$ cat src/rtl/opaddr_pkg.sv
package opaddr_pkg;

   typedef enum logic [1:0] {
      IDX_HOLD  = 2'b00,
      IDX_LOAD  = 2'b01,
      IDX_CLEAR = 2'b10,
      IDX_INC   = 2'b11
   } idx_op_e;

   typedef struct packed {
      logic clr;
      logic ld;
      logic inc;
   } idx_act_t;

   localparam int NUM_CH    = 4;
   localparam int CH_OPA_R0 = 0;
   localparam int CH_OPA_R1 = 1;
   localparam int CH_RES_R  = 2;
   localparam int CH_OPA_W  = 3;

   function automatic bool_is_pow2(input int v);
      return (v > 0) && ((v & (v - 1)) == 0);
   endfunction

endpackage

$ cat src/rtl/idx_decode.sv
module idx_decode
   import opaddr_pkg::*;
(
   input  logic [1:0] op,
   output idx_act_t   act
);

   always_comb begin
      act = '0;
      unique case (idx_op_e'(op))
         IDX_HOLD:  act = '0;
         IDX_LOAD:  act.ld  = 1'b1;
         IDX_CLEAR: act.clr = 1'b1;
         IDX_INC:   act.inc = 1'b1;
         default:   act = '0;
      endcase
   end

endmodule

$ cat src/rtl/ld_fold.sv
module ld_fold #(
   parameter int DEPTH = 24,
   parameter int AW    = 5
) (
   input  logic [AW-1:0] raw,
   output logic [AW-1:0] folded
);

   localparam bit FULL = ((1 << AW) == DEPTH);

   generate
      if (FULL) begin : g_full
         assign folded = raw;
      end else begin : g_part
         localparam logic [AW-1:0] DEPTH_V = AW'(DEPTH);
         always_comb begin
            if (raw >= DEPTH_V) folded = raw - DEPTH_V;
            else                folded = raw;
         end
      end
   endgenerate

endmodule

$ cat src/rtl/idx_reg.sv
module idx_reg
   import opaddr_pkg::*;
#(
   parameter int DEPTH = 24,
   parameter int AW    = 5
) (
   input  logic          clk,
   input  logic          rst,
   input  idx_act_t      act,
   input  logic [AW-1:0] ld_val,
   output logic [AW-1:0] q
);

   localparam bit FULL = ((1 << AW) == DEPTH);
   logic [AW-1:0] q_inc;

   generate
      if (FULL) begin : g_full
         assign q_inc = q + AW'(1);
      end else begin : g_part
         localparam logic [AW-1:0] LAST = AW'(DEPTH - 1);
         assign q_inc = (q == LAST) ? '0 : q + AW'(1);
      end
   endgenerate

   always_ff @(posedge clk) begin
      if (rst)          q <= '0;
      else if (act.clr) q <= '0;
      else if (act.ld)  q <= ld_val;
      else if (act.inc) q <= q_inc;
   end

endmodule

$ cat src/rtl/opaddr_gen.sv
module opaddr_gen
   import opaddr_pkg::*;
#(
   parameter  int K_WORDS = 6,
   localparam int DEPTH   = 4 * K_WORDS,
   localparam int AW      = (DEPTH > 1) ? $clog2(DEPTH) : 1
) (
   input  logic          clk,
   input  logic          rst,
   input  logic [1:0]    opa_rd0_op,
   input  logic [1:0]    opa_rd1_op,
   input  logic [1:0]    res_rd_op,
   input  logic [1:0]    opa_wr_op,
   input  logic [AW-1:0] const_bus,
   output logic [AW-1:0] opa_rd0_addr,
   output logic [AW-1:0] opa_rd1_addr,
   output logic [AW-1:0] res_rd_addr,
   output logic [AW-1:0] opa_wr_addr
);

   generate
      if (K_WORDS < 1) begin : g_bad_k
         $error("opaddr_gen: K_WORDS must be at least 1");
      end
   endgenerate

   logic [NUM_CH-1:0][1:0]    op_vec;
   logic [NUM_CH-1:0][AW-1:0] addr_vec;
   idx_act_t                  act [NUM_CH];
   logic [AW-1:0]             ld_norm;

   assign op_vec[CH_OPA_R0] = opa_rd0_op;
   assign op_vec[CH_OPA_R1] = opa_rd1_op;
   assign op_vec[CH_RES_R]  = res_rd_op;
   assign op_vec[CH_OPA_W]  = opa_wr_op;

   ld_fold #(.DEPTH(DEPTH), .AW(AW)) u_fold (
      .raw    (const_bus),
      .folded (ld_norm)
   );

   generate
      for (genvar ch = 0; ch < NUM_CH; ch++) begin : g_ch
         idx_decode u_dec (
            .op  (op_vec[ch]),
            .act (act[ch])
         );
         idx_reg #(.DEPTH(DEPTH), .AW(AW)) u_reg (
            .clk    (clk),
            .rst    (rst),
            .act    (act[ch]),
            .ld_val (ld_norm),
            .q      (addr_vec[ch])
         );
      end
   endgenerate

   assign opa_rd0_addr = addr_vec[CH_OPA_R0];
   assign opa_rd1_addr = addr_vec[CH_OPA_R1];
   assign res_rd_addr  = addr_vec[CH_RES_R];
   assign opa_wr_addr  = addr_vec[CH_OPA_W];

endmodule

$ cat config.mk
export PLATFORM = sky130hd
export DESIGN_NAME = opaddr_gen
export DESIGN_NICKNAME = d
export VERILOG_FILES = /design/src/rtl/opaddr_pkg.sv /design/src/rtl/idx_decode.sv /design/src/rtl/ld_fold.sv /design/src/rtl/idx_reg.sv /design/src/rtl/opaddr_gen.sv
export SDC_FILE = /design/constraint.sdc
export NUM_CORES = 1
export LEC_CHECK = 0
export BUFFER_PORTS_ARGS = -buffer_cell sky130_fd_sc_hd__buf_2
export CAP_MARGIN = 0
export CELL_PAD_IN_SITES_DETAIL_PLACEMENT = 0
export CELL_PAD_IN_SITES_GLOBAL_PLACEMENT = 1
export CORE_AREA = 2 2 69 58
export CTS_BUF_LIST = sky130_fd_sc_hd__clkbuf_16
export CTS_CLUSTER_DIAMETER = 80
export DETAILED_ROUTE_END_ITERATION = 8
export DIE_AREA = 0 0 71 60
export GPL_ROUTABILITY_DRIVEN = 0
export PLACE_DENSITY_LB_ADDON = 0.12
export RECOVER_POWER = 100
export SLEW_MARGIN = 5
export SYNTH_ARGS = -nofsm -noshare
export SYNTH_HDL_FRONTEND = slang
export SYNTH_SLANG_ARGS = --single-unit
$ cat constraint.sdc
create_clock -name clk -period 1.85 [get_ports clk]
set_clock_uncertainty 0.15 [all_clocks]
set_input_delay 0.4625 -clock clk [delete_from_list [all_inputs] [get_ports clk]]
set_output_delay 0.4625 -clock clk [all_outputs]
set_load 0.005 [all_outputs]
Word level (Yosys, flattened, before mapping) --
Index checks and enable logic that the tools add are counted.
Cells by class: $add $sub $neg 5, order comparisons 1, equal/unequal tests 16, mux-type cells 25, reduce and logical (&&, ||, !) cells 8
Operators with widths (number):
- $mux 5 | 13
- $add 5x1->5 const B | 4
- $eq 5x5->1 const B | 4
- $eq 2x2->1 const B | 8
- $mux 1 | 12
- $eq 2x1->1 const B | 4
- $reduce_bool 2->1 | 4
- $reduce_or 2->1 | 4
- $ge 5x5->1 const B | 1
- $sub 5x5->5 const B | 1
Word-level totals: flip-flop bits (word level) 20, bits of input ports 15, output and inout bits 20, logic and storage cells 59

Logic depth before layout (Yosys ltp) --
Gate-level depths: netlist of the first run.
depth in word-level cells 4, depth in mapped cells 5, mapped depth without buffers 5

Cells and area by module --
A second synthesis of the first run with hierarchy kept.
Second synthesis, totals: cells, all modules 153, area total of the unflattened synthesis 1408.9 sq um
Modules (own cells, without submodules):
- idx_reg | instances 4, cells each 34, area each 320.3 sq um, seq. area each 100.1 sq um
- idx_decode | instances 4, cells each 3, area each 22.5 sq um, seq. area each 0.0 sq um
- ld_fold | instances 1, cells each 5, area each 37.5 sq um, seq. area each 0.0 sq um

Worst setup path after synthesis of the first run --
OpenSTA, ideal clock, no wires.
path kind reg2reg, start register g_ch[2].u_reg.q[0], end register g_ch[2].u_reg.q[4], library setup time 0.079 ns, arrival 1.209 ns, required time 1.621 ns, setup slack 0.412 ns, stages on the path, launching flop included 5, buffers on the path 0, period minus slack after synthesis 1.438 ns, cells stage by stage dfxtp_1 > ha_1 > nand3_1 > a311o_1 > a211oi_2
On the way: longest elaborated chain between the ends 4, elaborated cells between the ends (all ways) 5, those cells by class add/sub (1); eq/ne (1); mux (3)
RTL lines:
- start, declared | RTL line idx_reg.sv:11 | output logic [AW-1:0] q
- start signal, assigned | RTL line idx_reg.sv:29 | else if (act.ld) q <= ld_val;
- start signal, assigned | RTL line idx_reg.sv:30 | else if (act.inc) q <= q_inc;
- $add 5x1->5 or $eq 5x5->1 (tied branches) | RTL line idx_reg.sv:22 | assign q_inc = (q == LAST) ? '0 : q + AW'(1);
- $mux 5 (*) | RTL line idx_reg.sv:22
- $mux 5 (*) | RTL line idx_reg.sv:30
- $mux 5 (*) | RTL line idx_reg.sv:29
Every way passes the cells marked *; elsewhere a longest branch is shown, timed or not. The select of a mux whose other input is x is not followed. A chain may end at the register's enable or synchronous reset.

Final worst setup path of the first run --
Ends and elaborated chain as after synthesis.

==> summary.md, run 1 <==
| Metric | Value |
|---|---|
| GRT Total Usage | 16.9% |
| Initial Util | 33.9% |
| Synthesis Warnings | 0 |
| Max reg flops | 20 |
| DRT Pass-1 Iters | 4 |
| I/O pin total | 35 |
| CP Class | register to register |
| WHS | 0.376 ns |
| Area Growth Syn to Fin | 19.0% |
| Seq pwr share | 44.0% |
| Most flop-heavy register | g_ch.u_reg.q |
| Internal Pwr Total | 0.000808 W |
| Total power | 0.00109 W |
| Ys async rst share | 0% |
| Core ar. | 0.00363 sq mm |
| Critical path endpoint category | register |
| Syn avg cell area | 7.60 sq um |
| Outcome | finished, final reports clean |
| Max-cap violations | 0 |
| CTS H-Tree Depth | 1 |
| Bufs on Longest Clock Path | 2 |
| Final setup vio count | 0 |
| Synth Instances | 162 |
| Die height | 60 um |
| Hold/Removal Path Class | input pin to register |
| Sequential cell area fraction in the yosys report | 32.5% |
| Worst-skew pair later-pin latency | 0.25 ns |
| Pleak | 0.581 nW |
| Fillers | 382 |
| Share of the synthesized area in the top cell type | 32.5% |
| CTS tree | built |
| Gr ovfl total | 0 |
| Crit path DAT | 1.61 ns |
| Final worst path period share | 86.3% |
| Family with the most delay on the worst path | compound AO/OA/AOI/OAI gates |
| Top post-synthesis cells by area | dfxtp_1 33%, a21oi_1 7.7%, nand2_1 6.7% |
| RR Endpoint | g_ch[2].u_reg.q[4] |
| Post-synth EDFFs | 0 |
| Post-CTS sizing | 0 |
| Unrepaired setup endpoints after global routing | no |
| Post-route DRC | 0 |
| Clock slew at reported path FFs | 0.06 ns |
| Comb power frac | 14.8% |
| Num rows | 20 |
| Yosys cell types | 35 |
| Slowest CP cell | dfxtp_1 |
| Die area | 0.00426 sq mm |
| Vias after detailed routing | 1,287 |
| Slew margin rel. | 70.5% |
| Cell Pwr Density | 744 mW/mm^2 |
| Post-synth top cells | 22 x nand2_1, 20 x dfxtp_1, 19 x a21oi_1 |
| DR iter-0 viols | 122 |
| CP Data Required Time | 1.86 ns |
| Routed len/inst | 14.5 um |
| # Post-CTS Setup Buffers | 0 |
| Regs by FF count | g_ch.u_reg.q: 20 flops |
| Area of the multi-input gates | 738 sq um |
| Antenna violations before repair | 0 |
| VDD IR-drop max | 0.342 mV |
| Synthesized area | 0.00123 sq mm |
| CTS Hold Bufs | 0 |
| Slew @ Worst Pin | 0.442 ns |
| Buffers added on ports | 34 |
| Die width | 71 um |
| WHS Endpoint | g_ch[3].u_reg.q[1] |
| Final ANT Viol Nets | 0 |
| Synth area leader | dfxtp_1 |
| Antenna Cells | 0 |
| Launching point of the worst reg2reg path | g_ch[2].u_reg.q[0] |
| Vias in the first global route | 1,158 |
| Layout Nets | 210 |
| Reg area | 400 sq um |
| Fin. max-slew vios | 0 |
| R2r setup slk | 0.25 ns |
| Final TNS setup | 0 ns |
| Beginning of the worst hold path | const_bus[1] |
| Clk sink count | 20 |
| FF-to-FF path depth | 4 |
| Dominant cell by count in the synthesized netlist | nand2_1 |
| Hpwl dp | 2400 um |
| Net Count, Synth | 181 |
| Routed wire length | 3390 um |
| Hold Path Stages | 3 |
| Cell breakdown of the critical path | ha_1 -> nand3_1 -> a311o_1 -> a211oi_1 |
| Final Hold Vio Count | 0 |
| Min Tclk post-route | 1.60 ns |
| CP startpoint kind | register |
| Share of cells above drive strength 1 | 15.8% |
| Pin count of the biggest net entering global routing | 21 |
| Yosys reg bits | 20 |
| Max stage delay on crit path | 0.39 ns |
| Most common flop cell mapped by yosys | dfxtp_1 |
| First-pass GRT wire length | 5640 um |
| Number of buffers created by CTS | 3 |
| Routed vias/inst | 5.50 |
| Clock power frac | 41.2% |
| Fmax | 626 MHz |
| Crit path max fanout | 6 |
| Net switching power figure | 0.000282 W |
| Sw frac | 25.9% |
| Clock root buffer master | clkbuf_16 |
| CP bufs+invs | 0 |
-- area by class of cell --
class	instances	share of cell area, %
tap	44	3.76
inverter	9	2.31
clock inverter	1	0.256
sequential	20	27.3
timing repair buffer	34	10.8
multi-input combinational	123	50.4
clock buffer	3	5.12
-- routing by layer --
metal	share of wire, %	vias up	routed length [um]	GRT usage, %
met2	44	29	1510	27.2
met4	0.53	0	18	2.43
met3	4.2	2	142	4.22
met5	0	-	0	0
li1	-	672	-	-
met1	51	584	1720	23.5
-- power by group through the flow --
stage | Sequential [W] | Clock (W) | Combinational (W)
final | 0.000479 | 0.000449 | 0.000161
after global routing | 0.000483 | 0.000485 | 0.000182
after CTS | 0.000478 | 0.000463 | 0.000165
after detailed placement | 0.000488 | 0 | 0.000164
after global placement | 0.000487 | 0 | 0.000161
after floorplan | 0.000485 | 0 | 0.000107
-- worst max path at each step --
stage                             from                  to  slack, ns  cells past startpoint
floorplan           g_ch[2].u_reg.q[0]  g_ch[2].u_reg.q[4]       0.41                      4
global route        g_ch[2].u_reg.q[0]  g_ch[2].u_reg.q[4]       0.11                      4
detailed placement  g_ch[2].u_reg.q[0]  g_ch[2].u_reg.q[4]       0.30                      4
global placement          const_bus[3]  g_ch[2].u_reg.q[4]       0.35                      4
CTS                 g_ch[2].u_reg.q[0]  g_ch[2].u_reg.q[4]       0.29                      4
finish              g_ch[2].u_reg.q[0]  g_ch[2].u_reg.q[4]       0.25                      4
-- placed cells by master, fill, tap and decap left out, types with 4 or more instances in the layout --
master	instances
nand2_1	22
nor2_1	14
nand3_1	13
dfxtp_1	20
buf_2	25
o21ai_0	5
inv_1	9
a21oi_1	19
clkbuf_1	9
o22ai_1	4
ha_1	4
a31oi_1	8
-- tightest hold or removal path: cells and delay by family --
family,cells,cell delay [ns]
compound gates,1,0.08
simple gates,1,0.06
buf+inv,1,0.13
-- cells by family after synthesis --
group | count (synthesis) | share of synthesized area, %
fa+ha+maj | 4 | 4.07
buf+inv | 19 | 7.11
xor+xnor | 1 | 0.712
compound gates | 54 | 29.3
flops | 20 | 32.5
simple gates | 61 | 23.8
mux | 3 | 2.54
-- metrics by stage --
stage	area (sq um)	utilization [%]	std cells	worst slack, ns
floorplan	1230	-	162	0.412
global placement	1400	38.7	230	0.349
detailed placement	1400	38.7	230	0.300
CTS	1480	40.8	234	0.288
global route	1470	40.4	234	0.113
finish	1470	40.4	234	0.253
(Power assumes the default switching activity.)
==> run 2, diff against run 1 <==
--- a/config.mk
+++ b/config.mk
@@ -15,6 +15,7 @@
 export DETAILED_ROUTE_END_ITERATION = 8
 export DIE_AREA = 0 0 71 60
 export GPL_ROUTABILITY_DRIVEN = 0
+export MAX_ROUTING_LAYER = met4
 export PLACE_DENSITY_LB_ADDON = 0.12
 export RECOVER_POWER = 100
 export SLEW_MARGIN = 5
==> summary.md, run 2 (synthesis results as in run 1) <==
| Metric | Value |
|---|---|
| Outcome | finished, final reports clean (unchanged) |
| Core ar. | 0.00363 sq mm (unchanged) |
| Bufs on Longest Clock Path | 2 (unchanged) |
| Cell breakdown of the critical path | ha_1 -> nand3_1 -> a311o_1 -> a211oi_1 (unchanged) |
| CTS tree | built (unchanged) |
| Crit path max fanout | 6 (unchanged) |
| Hold/Removal Path Class | input pin to register (unchanged) |
| Final setup vio count | 0 (unchanged) |
| CTS Hold Bufs | 0 (unchanged) |
| Number of buffers created by CTS | 3 (unchanged) |
| Slowest CP cell | dfxtp_1 (unchanged) |
| Slew margin rel. | 70.5% (about the same) |
| CP bufs+invs | 0 (unchanged) |
| Die height | 60 um (unchanged) |
| Area Growth Syn to Fin | 19.0% (unchanged) |
| Max reg flops | 20 (unchanged) |
| Post-CTS sizing | 0 (unchanged) |
| I/O pin total | 35 (unchanged) |
| Worst-skew pair later-pin latency | 0.25 ns (about the same) |
| Placed cell count | 230 (unchanged) |
| Fmax | 626 MHz (about the same) |
| Pin count of the biggest net entering global routing | 21 (unchanged) |
| Layout Nets | 210 (unchanged) |
| Die area | 0.00426 sq mm (unchanged) |
| Die width | 71 um (unchanged) |
| Slew @ Worst Pin | 0.442 ns (about the same) |
| Post-route DRC | 0 (unchanged) |
| Final worst path period share | 86.3% (about the same) |
| Share of cells above drive strength 1 | 15.8% (unchanged) |
| CP startpoint kind | register (unchanged) |
| Total power | 0.00109 W (about the same) |
| Final Hold Vio Count | 0 (unchanged) |
| Initial Util | 33.9% (unchanged) |
| Most common cell after layout, fill and taps aside | buf_2 (unchanged) |
| Max-cap violations | 0 (unchanged) |
| Vias after detailed routing | 1,287 (unchanged) |
| Final worst slack | 0.253 ns (about the same) |
| Routed len/inst | 14.5 um (about the same) |
| Commonest cells after routing, fill and taps aside | 25 x buf_2, 22 x nand2_1, 20 x dfxtp_1 (unchanged) |
| Fin. max-slew vios | 0 (unchanged) |
| Place WS | 0.300 ns (unchanged) |
| Routed vias/inst | 5.50 (unchanged) |
| Gr ovfl total | 0 (unchanged) |
| Clock slew at reported path FFs | 0.06 ns (about the same) |
| CP Class | register to register (unchanged) |
| CTS H-Tree Depth | 1 (unchanged) |
| Final ANT Viol Nets | 0 (unchanged) |
| Fillers | 382 (unchanged) |
| Antenna Cells | 0 (unchanged) |
| CP Data Required Time | 1.86 ns (about the same) |
| Min Tclk post-route | 1.60 ns (about the same) |
| Final TNS setup | 0 ns (unchanged) |
| DR iter-0 viols | 122 (unchanged) |
| Pleak | 0.581 nW (unchanged) |
| Max stage delay on crit path | 0.39 ns (about the same) |
| VDD IR-drop max | 0.342 mV (about the same) |
| Most flop-heavy register | g_ch.u_reg.q (unchanged) |
| GRT Total Usage | 17.4% (was 16.9%) |
| Regs by FF count | g_ch.u_reg.q: 20 flops (unchanged) |
| Cell Pwr Density | 744 mW/mm^2 (about the same) |
| Antenna violations before repair | 0 (unchanged) |
| Critical path endpoint category | register (unchanged) |
| Clock root buffer master | clkbuf_16 (unchanged) |
| Buffers added on ports | 34 (unchanged) |
| Unrepaired setup endpoints after global routing | no (unchanged) |
| Crit path DAT | 1.61 ns (about the same) |
| DRT Pass-1 Iters | 4 (unchanged) |
| Fin cells | 234 (unchanged) |
| First-pass GRT wire length | 5650 um (was 5640 um) |
| Family with the most delay on the worst path | compound AO/OA/AOI/OAI gates (unchanged) |
| Vias in the first global route | 1,157 (was 1,158) |
| # Post-CTS Setup Buffers | 0 (unchanged) |
| Num rows | 20 (unchanged) |
| Routed wire length | 3380 um (was 3390 um) |
| Clk sink count | 20 (unchanged) |
| Final core utilization | 40.4% (unchanged) |
| Hpwl dp | 2400 um (unchanged) |
[run 2: power breakdown]
part	internal, W	switching [W]
clock	0.000288	0.000161
sequential	0.000452	0.0000272
combinational	0.0000677	0.0000936
total	0.000808	0.000282
[run 2: metal layers]
metal	GRT usage, %	vias to the layer above	part of all wire (%)
li1	-	672	-
met1	23.5	584	51
met2	27.2	29	44
met3	4.22	2	4.1
met4	2.43	0	0.44
met5	-	-	0
[run 2: worst paths after layout]
path                                         start                 end  slack (ns)  cells after the start
worst max-delay path            g_ch[2].u_reg.q[0]  g_ch[2].u_reg.q[4]        0.25                      4
worst min-delay path                  const_bus[1]  g_ch[3].u_reg.q[1]        0.38                      3
worst max register to register  g_ch[2].u_reg.q[0]  g_ch[2].u_reg.q[4]        0.25                      4
worst min register to register  g_ch[3].u_reg.q[0]  g_ch[3].u_reg.q[0]        0.39                      2
[run 2: per-stage QoR]
step | hold WS (ns) | instance area, sq um
2_1_floorplan | 0.358 | 1230
3_3_place_gp | 0.370 | 1400
3_5_place_dp | 0.375 | 1400
4_1_cts | 0.376 | 1480
5_1_grt | 0.405 | 1470
6_report | 0.377 | 1470
[run 2: area by class of cell]
type	instances	area [sq um]	share of cell area, %
clock buffer	3	75.1	5.12
clock inverter	1	3.75	0.256
inverter	9	33.8	2.31
multi-input combinational	123	738	50.4
sequential	20	400	27.3
tap	44	55.1	3.76
timing repair buffer	34	159	10.8
[run 2: worst register-to-register path, delay by kind of cell (launching register included)]
family,cells,cell delay (ns)
compound gates,2,0.53
fa+ha+maj,1,0.30
flops,1,0.39
simple gates,1,0.14
==> run 3, diff against run 2 <==
--- a/config.mk
+++ b/config.mk
@@ -17,7 +17,6 @@
 export GPL_ROUTABILITY_DRIVEN = 0
 export MAX_ROUTING_LAYER = met4
 export PLACE_DENSITY_LB_ADDON = 0.12
-export RECOVER_POWER = 100
 export SLEW_MARGIN = 5
 export SYNTH_ARGS = -nofsm -noshare
 export SYNTH_HDL_FRONTEND = slang
==> summary.md, run 3 (synthesis results as in run 1) <==
| Metric | Value |
|---|---|
| Initial Util | 33.9% (unchanged) |
| Buffers added on ports | 34 (unchanged) |
| Clock slew at reported path FFs | 0.06 ns (about the same) |
| Post-route DRC | 0 (unchanged) |
| Clk sink count | 20 (unchanged) |
| Pin count of the biggest net entering global routing | 21 (unchanged) |
| Core ar. | 0.00363 sq mm (unchanged) |
| CP Data Required Time | 1.87 ns (was 1.86 ns) |
| Internal Pwr Total | 0.000810 W (was 0.000808 W) |
| Hpwl dp | 2400 um (unchanged) |
| Most flop-heavy register | g_ch.u_reg.q (unchanged) |
| Number of buffers created by CTS | 3 (unchanged) |
| Unrepaired setup endpoints after global routing | no (unchanged) |
| Final TNS setup | 0 ns (unchanged) |
| Num rows | 20 (unchanged) |
| Pleak | 0.619 nW (was 0.581 nW) |
| Area of the multi-input gates | 743 sq um (was 738 sq um) |
| Min Tclk post-route | 1.57 ns (was 1.60 ns) |
| Final ANT Viol Nets | 0 (unchanged) |
| Vias after detailed routing | 1,286 (was 1,287) |
| Max-cap violations | 0 (unchanged) |
| Max reg flops | 20 (unchanged) |
| Bufs on Longest Clock Path | 2 (unchanged) |
| Slew margin rel. | 71.4% (was 70.5%) |
| GRT Total Usage | 17.4% (unchanged) |
| # Post-CTS Setup Buffers | 0 (unchanged) |
| Regs by FF count | g_ch.u_reg.q: 20 flops (unchanged) |
| Layout Nets | 210 (unchanged) |
| Seq pwr share | 43.9% (was 44.0%) |
| Antenna violations before repair | 0 (unchanged) |
| Routed len/inst | 14.4 um (was 14.5 um) |
| Cell Pwr Density | 737 mW/mm^2 (was 744 mW/mm^2) |
| Critical path endpoint category | register (unchanged) |
| Net switching power figure | 0.000282 W (about the same) |
| Fmax | 638 MHz (was 626 MHz) |
| I/O pin total | 35 (unchanged) |
| Die width | 71 um (unchanged) |
| Slew @ Worst Pin | 0.429 ns (was 0.442 ns) |
| CTS tree | built (unchanged) |
| Routed vias/inst | 5.50 (about the same) |
| DR iter-0 viols | 110 (was 122) |
| Fin. max-slew vios | 0 (unchanged) |
| DRT Pass-1 Iters | 4 (unchanged) |
| Most common cell after layout, fill and taps aside | buf_2 (unchanged) |
| Vias in the first global route | 1,157 (unchanged) |
| Die area | 0.00426 sq mm (unchanged) |
| First-pass GRT wire length | 5650 um (unchanged) |
| Fillers | 380 (was 382) |
| Total power | 0.00109 W (about the same) |
| Crit path DAT | 1.59 ns (was 1.61 ns) |
| CTS H-Tree Depth | 1 (unchanged) |
| Routed wire length | 3360 um (was 3380 um) |
| Share of cells above drive strength 1 | 21.1% (was 15.8%) |
| Final Hold Vio Count | 0 (unchanged) |
| CP Class | register to register (unchanged) |
| Crit path max fanout | 6 (unchanged) |
| CTS Hold Bufs | 0 (unchanged) |
| Worst-skew pair later-pin latency | 0.25 ns (about the same) |
| Clock power frac | 41.1% (was 41.2%) |
| Gr ovfl total | 0 (unchanged) |
| Final worst slack | 0.283 ns (was 0.253 ns) |
| VDD IR-drop max | 0.342 mV (about the same) |
| Area Growth Syn to Fin | 20.3% (was 19.0%) |
| Final worst path period share | 84.7% (was 86.3%) |
| CP startpoint kind | register (unchanged) |
| Hold/Removal Path Class | input pin to register (unchanged) |
| Antenna Cells | 0 (unchanged) |
| Sw frac | 25.8% (was 25.9%) |
| Post-CTS sizing | 0 (unchanged) |
| R2r setup slk | 0.28 ns (was 0.25 ns) |
| Comb power frac | 15.0% (was 14.8%) |
| Final setup vio count | 0 (unchanged) |
| Outcome | finished, final reports clean (unchanged) |
| Commonest cells after routing, fill and taps aside | 34 x buf_2, 22 x nand2_1, 20 x dfxtp_1 (was 25 x buf_2, 22 x nand2_1, 20 x dfxtp_1) |
| Reg area | 400 sq um (unchanged) |
| Place WS | 0.300 ns (unchanged) |
| Die height | 60 um (unchanged) |
| Clock root buffer master | clkbuf_16 (unchanged) |
==> run 3: changes by cell type in the layout (fill, tap and decap cells not counted), sizes merged <==
| cell | delta |
|---|---|
| clkbuf | -9 |
| buf | +9 |
==> run 3: power by group through the flow <==
stage	logic (W)	clock network, W	registers [W]
global placement	0.000161	0	0.000487
CTS	0.000165	0.000463	0.000478
finish	0.000164	0.000449	0.000479
global route	0.000185	0.000485	0.000483
floorplan	0.000107	0	0.000485
detailed placement	0.000164	0	0.000488
==> run 3: worst paths after layout <==
check | from | to | depth (start not counted)
worst max register to register | g_ch[2].u_reg.q[0] | g_ch[2].u_reg.q[4] | 4
worst min-delay path | const_bus[1] | g_ch[3].u_reg.q[1] | 3
worst max-delay path | g_ch[2].u_reg.q[0] | g_ch[2].u_reg.q[4] | 4
worst min register to register | g_ch[0].u_reg.q[0] | g_ch[0].u_reg.q[0] | 2
==> run 3: worst max-delay path, stage by stage (launching register included) <==
cell and delay (ns):
dfxtp_1 0.39, ha_1 0.30, nand3_1 0.14, a311o_1 0.38
a211oi_2 0.14
==> run 3: metal layers <==
metal	global-route usage (%)	up-vias	part of all wire (%)
met1	23.5	589	51
met4	2.43	0	0.45
met3	4.22	2	3.6
li1	-	671	-
met5	-	-	0
met2	27.2	24	45
==> run 3: area by class of cell <==
class	count	share of cell area, %
multi-input combinational	123	50.2
inverter	9	2.28
clock buffer	3	5.07
timing repair buffer	34	11.5
sequential	20	27.0
clock inverter	1	0.253
tap	44	3.72
==> run 3: metrics by stage <==
stage                     instances  util (%)  hold WS [ns]  cell area [sq um]
after global placement          230      38.7         0.370               1400
after floorplan                 162         -         0.358               1230
after detailed placement        230      38.7         0.375               1400
final                           234      40.8         0.377               1480
after CTS                       234      40.8         0.376               1480
after global routing            234      40.8         0.405               1480
